===== config.mk =====
export PLATFORM = sky130hd
export DESIGN_NAME = flash_cmd_if
export DESIGN_NICKNAME = d
export VERILOG_FILES = /design/src/rtl/flash_cmd_pkg.sv /design/src/rtl/flash_bus_sense.sv /design/src/rtl/flash_cmd_decode.sv /design/src/rtl/flash_wr_engine.sv /design/src/rtl/flash_status_bank.sv /design/src/rtl/flash_rd_mux.sv /design/src/rtl/flash_cmd_if.sv
export SDC_FILE = /design/constraint.sdc
export NUM_CORES = 1
export LEC_CHECK = 0
export BUFFER_PORTS_ARGS = -buffer_cell sky130_fd_sc_hd__buf_2
export CAP_MARGIN = 15
export CORE_MARGIN = 2
export CORE_UTILIZATION = 55
export CTS_BUF_LIST = sky130_fd_sc_hd__clkbuf_8
export CTS_CLUSTER_SIZE = 24
export DETAILED_ROUTE_END_ITERATION = 8
export PLACE_DENSITY = 0.95
export SLEW_MARGIN = 30
export SYNTH_ARGS = -nofsm -noshare
export SYNTH_HDL_FRONTEND = slang
export SYNTH_HIERARCHICAL = 1
export SYNTH_SLANG_ARGS = --single-unit

===== constraint.sdc =====
create_clock -name clk -period 10.2 [get_ports clk]
set_clock_uncertainty 0.15 [all_clocks]
set_input_delay 3.06 -clock clk [delete_from_list [all_inputs] [get_ports clk]]
set_output_delay 3.06 -clock clk [all_outputs]
set_load 0.02 [all_outputs]

===== src/rtl/flash_cmd_pkg.sv =====
// Shared types and constants for the flash command interface.
// Assumes command bytes arrive on the low byte of the data bus.
package flash_cmd_pkg;

    typedef enum logic [1:0] {
        RD_ARRAY  = 2'd0,
        RD_STATUS = 2'd1,
        RD_IDENT  = 2'd2,
        RD_QUERY  = 2'd3
    } rd_mode_e;

    typedef enum logic [1:0] {
        SEQ_IDLE = 2'd0,
        SEQ_PGM  = 2'd1,
        SEQ_ERS  = 2'd2,
        SEQ_CFG  = 2'd3
    } seq_e;

    typedef enum logic {
        OP_PGM = 1'b0,
        OP_ERS = 1'b1
    } op_e;

    localparam logic [7:0] CMD_PGM     = 8'h40;
    localparam logic [7:0] CMD_PGM_ALT = 8'h10;
    localparam logic [7:0] CMD_ERS     = 8'h20;
    localparam logic [7:0] CMD_CLR     = 8'h50;
    localparam logic [7:0] CMD_CFG     = 8'h60;
    localparam logic [7:0] CMD_STAT    = 8'h70;
    localparam logic [7:0] CMD_IDENT   = 8'h90;
    localparam logic [7:0] CMD_QUERY   = 8'h98;
    localparam logic [7:0] CMD_SUSP    = 8'hB0;
    localparam logic [7:0] CMD_PROT    = 8'hC0;
    localparam logic [7:0] CMD_CONF    = 8'hD0;
    localparam logic [7:0] CMD_ARRAY   = 8'hFF;

    localparam int N_PART = 2;

endpackage


===== src/rtl/flash_bus_sense.sv =====
// Turns the asynchronous bus strobes into one write event per strobe.
// Assumes the strobes are already stable in the clk domain.
module flash_bus_sense (
    input  logic clk,
    input  logic rst_n,
    input  logic ce_n,
    input  logic we_n,
    input  logic oe_n,
    input  logic adv_n,
    output logic wr_evt
);

    logic wr_now;
    logic wr_prev_q;

    // A write cycle is qualified by every control line.
    assign wr_now = !ce_n && !adv_n && !we_n && oe_n;

    // Remember the previous qualification so that only its leading edge counts.
    always_ff @(posedge clk) begin
        if (!rst_n) wr_prev_q <= 1'b0;
        else        wr_prev_q <= wr_now;
    end

    assign wr_evt = wr_now && !wr_prev_q;

    AST_ONE_EVENT_PER_STROBE: assert property (@(posedge clk) disable iff (!rst_n)
        wr_evt |=> !wr_evt);

endmodule


===== src/rtl/flash_cmd_decode.sv =====
// Command sequencer: tracks setup/confirm pairs, the read mode and the
// partition whose status is shown. Emits one-cycle requests to the engine
// and the status bank. Assumes wr_evt is one cycle per host write.
module flash_cmd_decode
    import flash_cmd_pkg::*;
(
    input  logic     clk,
    input  logic     rst_n,
    input  logic     wr_evt,
    input  logic [7:0] wr_byte,
    input  logic     wr_part,
    input  logic     eng_busy,
    input  logic     eng_susp,
    output rd_mode_e rd_mode,
    output logic     stat_part,
    output logic     start_op,
    output op_e      start_kind,
    output logic     req_susp,
    output logic     req_resume,
    output logic     clr_err,
    output logic     seq_err
);

    seq_e     seq_q, seq_d;
    rd_mode_e mode_q, mode_d;
    logic     spart_q, spart_d;

    // Read-mode bytes that are valid both when idle and when suspended.
    function automatic rd_mode_e mode_for(input logic [7:0] b, input rd_mode_e cur);
        rd_mode_e m;
        m = cur;
        if (b == CMD_ARRAY)      m = RD_ARRAY;
        else if (b == CMD_IDENT) m = RD_IDENT;
        else if (b == CMD_QUERY) m = RD_QUERY;
        return m;
    endfunction

    // Next-state and request decode for one host write.
    always_comb begin
        seq_d      = seq_q;
        mode_d     = mode_q;
        spart_d    = spart_q;
        start_op   = 1'b0;
        start_kind = OP_PGM;
        req_susp   = 1'b0;
        req_resume = 1'b0;
        clr_err    = 1'b0;
        seq_err    = 1'b0;
        if (wr_evt) begin
            unique case (seq_q)
                SEQ_PGM: begin
                    start_op = 1'b1;
                    mode_d   = RD_STATUS;
                    spart_d  = wr_part;
                    seq_d    = SEQ_IDLE;
                end
                SEQ_ERS: begin
                    if (wr_byte == CMD_CONF) begin
                        start_op   = 1'b1;
                        start_kind = OP_ERS;
                    end else begin
                        seq_err = 1'b1;
                    end
                    mode_d  = RD_STATUS;
                    spart_d = wr_part;
                    seq_d   = SEQ_IDLE;
                end
                SEQ_CFG: begin
                    mode_d = RD_ARRAY;
                    seq_d  = SEQ_IDLE;
                end
                default: begin
                    if (wr_byte == CMD_STAT) begin
                        mode_d  = RD_STATUS;
                        spart_d = wr_part;
                    end else if (eng_busy && !eng_susp) begin
                        if (wr_byte == CMD_SUSP) begin
                            req_susp = 1'b1;
                            mode_d   = RD_STATUS;
                        end
                    end else if (eng_busy) begin
                        if (wr_byte == CMD_CONF) begin
                            req_resume = 1'b1;
                            mode_d     = RD_STATUS;
                        end else begin
                            mode_d = mode_for(wr_byte, mode_q);
                        end
                    end else begin
                        unique case (wr_byte)
                            CMD_PGM, CMD_PGM_ALT, CMD_PROT: begin
                                seq_d  = SEQ_PGM;
                                mode_d = RD_STATUS;
                            end
                            CMD_ERS: begin
                                seq_d  = SEQ_ERS;
                                mode_d = RD_STATUS;
                            end
                            CMD_CFG: seq_d   = SEQ_CFG;
                            CMD_CLR: clr_err = 1'b1;
                            default: mode_d  = mode_for(wr_byte, mode_q);
                        endcase
                    end
                end
            endcase
        end
    end

    // Sequencer state registers.
    always_ff @(posedge clk) begin
        if (!rst_n) begin
            seq_q   <= SEQ_IDLE;
            mode_q  <= RD_ARRAY;
            spart_q <= 1'b0;
        end else begin
            seq_q   <= seq_d;
            mode_q  <= mode_d;
            spart_q <= spart_d;
        end
    end

    assign rd_mode   = mode_q;
    assign stat_part = spart_q;

    AST_BAD_CONFIRM_TO_STATUS: assert property (@(posedge clk) disable iff (!rst_n)
        (wr_evt && seq_q == SEQ_ERS && wr_byte != CMD_CONF)
            |=> (mode_q == RD_STATUS && seq_q == SEQ_IDLE));
    AST_CFG_RETURNS_ARRAY: assert property (@(posedge clk) disable iff (!rst_n)
        (wr_evt && seq_q == SEQ_CFG) |=> (mode_q == RD_ARRAY));
    AST_NO_SETUP_WHILE_BUSY: assert property (@(posedge clk) disable iff (!rst_n)
        eng_busy |-> (seq_q == SEQ_IDLE));

endmodule


===== src/rtl/flash_wr_engine.sv =====
// Stand-in write engine: a busy counter sized per job kind, with suspend
// and resume. Latches the job address and data when a job starts.
// Assumes start_op arrives only while the engine is idle.
module flash_wr_engine
    import flash_cmd_pkg::*;
#(
    parameter int ADDR_W  = 12,
    parameter int DQ_W    = 16,
    parameter int PGM_CYC = 16,
    parameter int ERS_CYC = 64
) (
    input  logic              clk,
    input  logic              rst_n,
    input  logic              start_op,
    input  op_e               start_kind,
    input  logic              req_susp,
    input  logic              req_resume,
    input  logic [ADDR_W-1:0] wr_addr,
    input  logic [DQ_W-1:0]   wr_data,
    output logic              busy,
    output logic              susp,
    output op_e               kind,
    output logic              part,
    output logic [ADDR_W-1:0] job_addr,
    output logic [DQ_W-1:0]   job_data
);

    localparam int MAX_CYC = (ERS_CYC > PGM_CYC) ? ERS_CYC : PGM_CYC;
    localparam int CNT_W   = $clog2(MAX_CYC + 1);
    localparam logic [CNT_W-1:0] PGM_LEN = CNT_W'(PGM_CYC);
    localparam logic [CNT_W-1:0] ERS_LEN = CNT_W'(ERS_CYC);
    localparam logic [CNT_W-1:0] MAX_LEN = CNT_W'(MAX_CYC);
    localparam logic [CNT_W-1:0] ONE     = CNT_W'(1);

    logic [CNT_W-1:0]  cnt_q;
    logic              busy_q, susp_q;
    op_e               kind_q;
    logic [ADDR_W-1:0] jaddr_q;
    logic [DQ_W-1:0]   jdata_q;

    // Job control: load on start, freeze on suspend, count down otherwise.
    always_ff @(posedge clk) begin
        if (!rst_n) begin
            busy_q  <= 1'b0;
            susp_q  <= 1'b0;
            kind_q  <= OP_PGM;
            cnt_q   <= '0;
            jaddr_q <= '0;
            jdata_q <= '0;
        end else if (start_op && !busy_q) begin
            busy_q  <= 1'b1;
            susp_q  <= 1'b0;
            kind_q  <= start_kind;
            cnt_q   <= (start_kind == OP_ERS) ? ERS_LEN : PGM_LEN;
            jaddr_q <= wr_addr;
            jdata_q <= wr_data;
        end else if (busy_q) begin
            if (req_susp) begin
                susp_q <= 1'b1;
            end else if (req_resume) begin
                susp_q <= 1'b0;
            end else if (!susp_q) begin
                if (cnt_q == ONE) busy_q <= 1'b0;
                else              cnt_q  <= cnt_q - ONE;
            end
        end
    end

    assign busy     = busy_q;
    assign susp     = susp_q;
    assign kind     = kind_q;
    assign part     = jaddr_q[ADDR_W-1];
    assign job_addr = jaddr_q;
    assign job_data = jdata_q;

    AST_START_ONLY_IDLE: assert property (@(posedge clk) disable iff (!rst_n)
        start_op |-> !busy_q);
    AST_SUSPEND_FREEZES: assert property (@(posedge clk) disable iff (!rst_n)
        (busy_q && susp_q) |=> $stable(cnt_q));
    AST_FINISH_NOT_SUSPENDED: assert property (@(posedge clk) disable iff (!rst_n)
        $fell(busy_q) |-> !$past(susp_q));
    AST_COUNT_IN_RANGE: assert property (@(posedge clk) disable iff (!rst_n)
        busy_q |-> (cnt_q != '0 && cnt_q <= MAX_LEN));

endmodule


===== src/rtl/flash_status_bank.sv =====
// One status byte per partition. Error bits are stored; ready and suspend
// bits come from the engine and show only in the job's partition.
// Layout: 7 ready, 6 erase suspended, 5 erase error, 4 program error,
// 3 supply error, 2 program suspended, 1 protect error, 0 reserved.
module flash_status_bank
    import flash_cmd_pkg::*;
(
    input  logic       clk,
    input  logic       rst_n,
    input  logic       seq_err,
    input  logic       err_part,
    input  logic       clr_err,
    input  logic       eng_busy,
    input  logic       eng_susp,
    input  op_e        eng_kind,
    input  logic       eng_part,
    input  logic       rd_part,
    output logic [7:0] sr_out
);

    logic [7:0] sr_p [N_PART];

    for (genvar p = 0; p < N_PART; p++) begin : g_part
        logic [3:0] err_q;   // bits 5,4,3,1 of the status byte
        logic       tgt;

        // Stored error bits: clear on request, set on a bad erase confirm.
        always_ff @(posedge clk) begin
            if (!rst_n)                               err_q <= '0;
            else if (clr_err)                         err_q <= '0;
            else if (seq_err && (err_part == p[0]))   err_q[3:2] <= 2'b11;
        end

        assign tgt = eng_busy && (eng_part == p[0]);
        assign sr_p[p] = {!tgt || eng_susp,
                          tgt && eng_susp && (eng_kind == OP_ERS),
                          err_q[3], err_q[2], err_q[1],
                          tgt && eng_susp && (eng_kind == OP_PGM),
                          err_q[0], 1'b0};

        AST_CLEAR_EMPTIES: assert property (@(posedge clk) disable iff (!rst_n)
            clr_err |=> (err_q == 4'b0000));
        AST_BAD_CONFIRM_FLAGS: assert property (@(posedge clk) disable iff (!rst_n)
            (seq_err && err_part == p[0]) |=> (err_q[3:2] == 2'b11));
    end

    assign sr_out = sr_p[rd_part];

endmodule


===== src/rtl/flash_rd_mux.sv =====
// Selects the read word for the current read mode. Combinational.
module flash_rd_mux
    import flash_cmd_pkg::*;
#(
    parameter int          DQ_W     = 16,
    parameter logic [15:0] ID_EVEN  = 16'h00A5,
    parameter logic [15:0] ID_ODD   = 16'h5A01,
    parameter logic [15:0] QRY_WORD = 16'h0051
) (
    input  rd_mode_e        rd_mode,
    input  logic            addr_lsb,
    input  logic [7:0]      sr,
    input  logic [DQ_W-1:0] array_rdata,
    output logic [DQ_W-1:0] dq
);

    // Word select by read mode.
    always_comb begin
        unique case (rd_mode)
            RD_STATUS: dq = {{(DQ_W-8){1'b0}}, sr};
            RD_IDENT:  dq = addr_lsb ? DQ_W'(ID_ODD) : DQ_W'(ID_EVEN);
            RD_QUERY:  dq = DQ_W'(QRY_WORD);
            default:   dq = array_rdata;
        endcase
    end

endmodule


===== src/rtl/flash_cmd_if.sv =====
// Top of the flash command interface: bus sensing, command sequencing,
// write engine, per-partition status and read selection.
// Assumes bus strobes are synchronous to clk; the reset is synchronous.
module flash_cmd_if
    import flash_cmd_pkg::*;
#(
    parameter int ADDR_W  = 12,
    parameter int DQ_W    = 16,
    parameter int PGM_CYC = 16,
    parameter int ERS_CYC = 64
) (
    input  logic              clk,
    input  logic              rst_n,
    input  logic              ce_n,
    input  logic              we_n,
    input  logic              oe_n,
    input  logic              adv_n,
    input  logic [ADDR_W-1:0] addr,
    input  logic [DQ_W-1:0]   dq_in,
    input  logic [DQ_W-1:0]   array_rdata,
    output logic [DQ_W-1:0]   dq_out,
    output logic              dq_oe,
    output logic [ADDR_W-1:0] job_addr,
    output logic [DQ_W-1:0]   job_data
);

    logic     wr_evt;
    rd_mode_e rd_mode;
    logic     stat_part, start_op, req_susp, req_resume, clr_err, seq_err;
    op_e      start_kind, eng_kind;
    logic     eng_busy, eng_susp, eng_part;
    logic [7:0] sr;
    logic     wr_part;

    assign wr_part = addr[ADDR_W-1];

    flash_bus_sense u_sense (
        .clk    (clk),
        .rst_n  (rst_n),
        .ce_n   (ce_n),
        .we_n   (we_n),
        .oe_n   (oe_n),
        .adv_n  (adv_n),
        .wr_evt (wr_evt)
    );

    flash_cmd_decode u_decode (
        .clk        (clk),
        .rst_n      (rst_n),
        .wr_evt     (wr_evt),
        .wr_byte    (dq_in[7:0]),
        .wr_part    (wr_part),
        .eng_busy   (eng_busy),
        .eng_susp   (eng_susp),
        .rd_mode    (rd_mode),
        .stat_part  (stat_part),
        .start_op   (start_op),
        .start_kind (start_kind),
        .req_susp   (req_susp),
        .req_resume (req_resume),
        .clr_err    (clr_err),
        .seq_err    (seq_err)
    );

    flash_wr_engine #(
        .ADDR_W  (ADDR_W),
        .DQ_W    (DQ_W),
        .PGM_CYC (PGM_CYC),
        .ERS_CYC (ERS_CYC)
    ) u_engine (
        .clk        (clk),
        .rst_n      (rst_n),
        .start_op   (start_op),
        .start_kind (start_kind),
        .req_susp   (req_susp),
        .req_resume (req_resume),
        .wr_addr    (addr),
        .wr_data    (dq_in),
        .busy       (eng_busy),
        .susp       (eng_susp),
        .kind       (eng_kind),
        .part       (eng_part),
        .job_addr   (job_addr),
        .job_data   (job_data)
    );

    flash_status_bank u_status (
        .clk      (clk),
        .rst_n    (rst_n),
        .seq_err  (seq_err),
        .err_part (wr_part),
        .clr_err  (clr_err),
        .eng_busy (eng_busy),
        .eng_susp (eng_susp),
        .eng_kind (eng_kind),
        .eng_part (eng_part),
        .rd_part  (stat_part),
        .sr_out   (sr)
    );

    flash_rd_mux #(
        .DQ_W (DQ_W)
    ) u_rdmux (
        .rd_mode     (rd_mode),
        .addr_lsb    (addr[0]),
        .sr          (sr),
        .array_rdata (array_rdata),
        .dq          (dq_out)
    );

    assign dq_oe = !ce_n && !oe_n && we_n;

    AST_JOB_SHOWS_BUSY: assert property (@(posedge clk) disable iff (!rst_n)
        (start_op && !eng_busy) |=> (eng_busy && !eng_susp));
    AST_IDLE_PART_READY: assert property (@(posedge clk) disable iff (!rst_n)
        (rd_mode == RD_STATUS && eng_part != stat_part) |-> dq_out[7]);

endmodule


==> impl_metrics.env <==
export IMPL_status="finished, final reports clean"
export IMPL_cp_num_buf_inv=2
export IMPL_layout_min_cycle_time_ns=6.94
export IMPL_rr_worst_depth=9
export IMPL_powerDensity_nw_per_um2=105
export IMPL_avgSynthCellArea_um2=7.94
export IMPL_multi_input_comb_area_um2=1570
export IMPL_design_area_um2=3170
export IMPL_holdPathEnd="u_status/g_part[0].err_q[2]"
export IMPL_synth_ff_type="dfxtp_1"
export IMPL_mostFrequentLayoutCells="buf_2, nand2_1, dfxtp_1"
export IMPL_wl_per_cell_um=13.5
export IMPL_r2r_end="u_engine/cnt_q[6]"
export IMPL_cp_start_kind="input port"
export IMPL_critical_path_max_stage_delay_ns=0.22
export IMPL_worst_pin_slew_ns=0.711
export IMPL_synthSimpleGateAreaFrac_pct=31.7
export IMPL_leakage_uw=0.00133
export IMPL_num_antenna_cells=0
export IMPL_regToRegSetupSlack_ns=7.63
export IMPL_cts_setup_buffers=0
export IMPL_hold_start="u_status/g_part[0].err_q[2]"
export IMPL_crit_family="buffers and inverters"
export IMPL_hpwl_mm=4.61
export IMPL_area_growth_pct=20.1
export IMPL_top_usage_layer="met2"
export IMPL_slew_headroom_pct=52.5
export IMPL_clkSinkCount=46
export IMPL_portBuffers=94
export IMPL_grt_pass1_wl_mm=10.4
export IMPL_r2r_start="u_sense/wr_prev_q"
export IMPL_wl_mm=6.35
export IMPL_core_um2=4660
export IMPL_dpl_instance_area_um2=3070
export IMPL_htree_levels=2
export IMPL_clk_pin_slew_worst_paths_ns=0.09
export IMPL_post_cts_resized=0
export IMPL_syn_inst=332
export IMPL_regArea_um2=921
export IMPL_initial_utilization_pct=56.6
export IMPL_p_seq_share_pct=54.1
export IMPL_yosysUniqueCellTypes=62
export IMPL_critPathCaptureType="output port"
export IMPL_critPathArrivalTime_ns=3.73
export IMPL_layout_drive_gt1_share_pct=28.8
export IMPL_n_fill_cell=395
export IMPL_synth_seq_cells=46
export IMPL_final_common_cell="buf_2"
export IMPL_path_cells="buf_2, and2b_1, a21oi_1, o21ai_1, buf_2"
export IMPL_drv_cap=0
export IMPL_async_reset_ff_share_pct=0
export IMPL_synth_top_family_by_area="simple AND/OR/NAND/NOR gates"
export IMPL_comb_power_share_pct=11.0
export IMPL_cts_hold_fix_buffers=0
export IMPL_cts_tree="yes"
export IMPL_clockPowerShare_pct=34.9
export IMPL_cp_common_cell="buf_2"
export IMPL_layout_nets=473
export IMPL_num_vias=2542
export IMPL_instances_no_fill=471
export IMPL_period_share_pct=68.0
export IMPL_die_h_um=73.3
export IMPL_ios=95
export IMPL_grt_pass1_vias=2433
export IMPL_clkLatencyLatePin_ns=0.30
export IMPL_grtUsageTotal_pct=24.3
export IMPL_yosys_area_share_adder_pct=3.32
export IMPL_synth_seq_area_share_pct=34.9
export IMPL_synth_area_um2=2640
export IMPL_grt_max_degree=42
export IMPL_required_ns=6.99
export IMPL_placedCellCount=463
export IMPL_power_switching_uw=81.4
export IMPL_use_met2_pct=42.9
export IMPL_synthMuxAreaShare_pct=1.90
export IMPL_report_final_slew_viol_count=0
export IMPL_antenna_left=0
export IMPL_cts_made_buffers=5
export IMPL_vias_per_cell=5.40
export IMPL_ctsLongestPathBuffers=2
export IMPL_finalSetupViolations=0
export IMPL_p_int_uw=250
export IMPL_grt_ovfl_total=0
export IMPL_critPathKind="in2out"
export IMPL_rows=25
export IMPL_synth_xor_area_share_pct=1.99
export IMPL_gp_congestion=0.912
export IMPL_synth_compound_area_share_pct=19.6
export IMPL_vdd_ir_drop_max_v=0.000107
export IMPL_die_w_um=73.3
export IMPL_crit_slowest_cell="and2b_1"
export IMPL_root_buffer="clkbuf_8"
export IMPL_drtPass1Iterations=4
export IMPL_crit_fanout=3
export IMPL_met3_usage_pct=5.62
export IMPL_rsz0062_at_grt="false"
export IMPL_synth_edf_count=0
export IMPL_p_sw_share_pct=24.5
export IMPL_holdPathStages=2
export IMPL_met1_usage_pct=28.7
export IMPL_setup_tns_ns=0
export IMPL_dieArea_um2=5370
export IMPL_antenna_found_initial=0
export IMPL_yosys_warnings=6
export IMPL_drcViolationCount=0
export IMPL_min_path_type="reg2reg"
export IMPL_fmax_mhz=144
export IMPL_initialDrtViolationCount=90
export IMPL_hold_viol=0
per-stage QoR:
stage | power [uW] | utilization [%] | worst slack, ns | hold slack (ns)
finish | 332 | 68.0 | 3.26 | 0.322
global route | 346 | 68.0 | 3.20 | 0.343
CTS | 335 | 68.0 | 3.25 | 0.324
detailed placement | 220 | 65.9 | 3.25 | 0.310
global placement | 219 | 65.8 | 3.27 | 0.288
floorplan | 204 | - | 3.36 | 0.274
per-layer routing:
metal	vias up	share of wire [%]	wire [um]
met5	-	0	0
met1	1141	42	2670
met4	0	1.1	69
met3	7	8.1	512
met2	94	49	3090
li1	1300	-	-
worst min-delay path: stages, from the launching register on:
cell,delay [ns]
dfxtp_1,0.31
inv_1,0.06
a21oi_1,0.06
final cells by class:
type	count	share of cell area [%]
inverters	11	1.30
multi-input cells	257	49.4
clock buffers	6	2.61
clock inverters	2	0.395
flip-flops and latches	46	29.1
well taps	54	2.13
repair buffers	95	15.1
power by group through the flow:
| stage | logic, uW | registers [uW] | clock network [uW] |
|---|---|---|---|
| CTS | 36.1 | 180 | 119 |
| global route | 40.0 | 180 | 126 |
| global placement | 35.2 | 184 | 0 |
| finish | 36.4 | 180 | 116 |
| floorplan | 20.1 | 184 | 0 |
| detailed placement | 35.9 | 184 | 0 |
flip-flops by register name (all words and copies together) (netlist names):
register,cells
u_engine/cnt_q,7
u_status/g_part.err_q,2
u_sense/wr_prev_q,1
u_engine/kind,1
u_engine/job_addr,12
u_engine/job_data,16
u_engine/busy,1
u_decode/seq_q,2
u_engine/susp,1
u_decode/stat_part,1
u_decode/rd_mode,2
cells by family after synthesis:
family,Yosys count
AND/OR/NAND/NOR,164
AO/OA/AOI/OAI,72
multiplexers,5
adder cells (fa/ha/maj),7
other,1
buffers and inverters,31
flip-flops,46
XOR/XNOR,6
cells in the mapped netlist, types with 3 or more instances:
cell type	n	area [um2]
ha_1	7	87.6
nand2_1	86	323
or3_1	3	18.8
a21boi_0	29	218
nor3b_1	3	22.5
o21ai_0	4	20.0
buf_4	6	45.0
nand3_1	5	25.0
o21ai_1	6	30.0
inv_1	10	37.5
and2_1	4	25.0
nand2b_1	6	37.5
xor2_1	5	43.8
nor4_1	6	37.5
clkbuf_1	7	26.3
mux2i_1	5	50.1
nor3_1	8	40.0
dfxtp_1	46	921
nor2_1	19	71.3
a21oi_1	13	65.1
nor2b_1	3	18.8
worst max-delay path by stage:
stage | startpoint | end | slack, ns | cells after the start
after floorplan | addr[0] | dq_out[2] | 3.36 | 3
after global placement | addr[0] | dq_out[2] | 3.27 | 5
after detailed placement | addr[0] | dq_out[5] | 3.25 | 5
after CTS | addr[0] | dq_out[5] | 3.25 | 5
after global routing | addr[0] | dq_out[7] | 3.20 | 5
final | addr[0] | dq_out[5] | 3.26 | 5
Note: power is estimated with default switching activity, not from simulation.
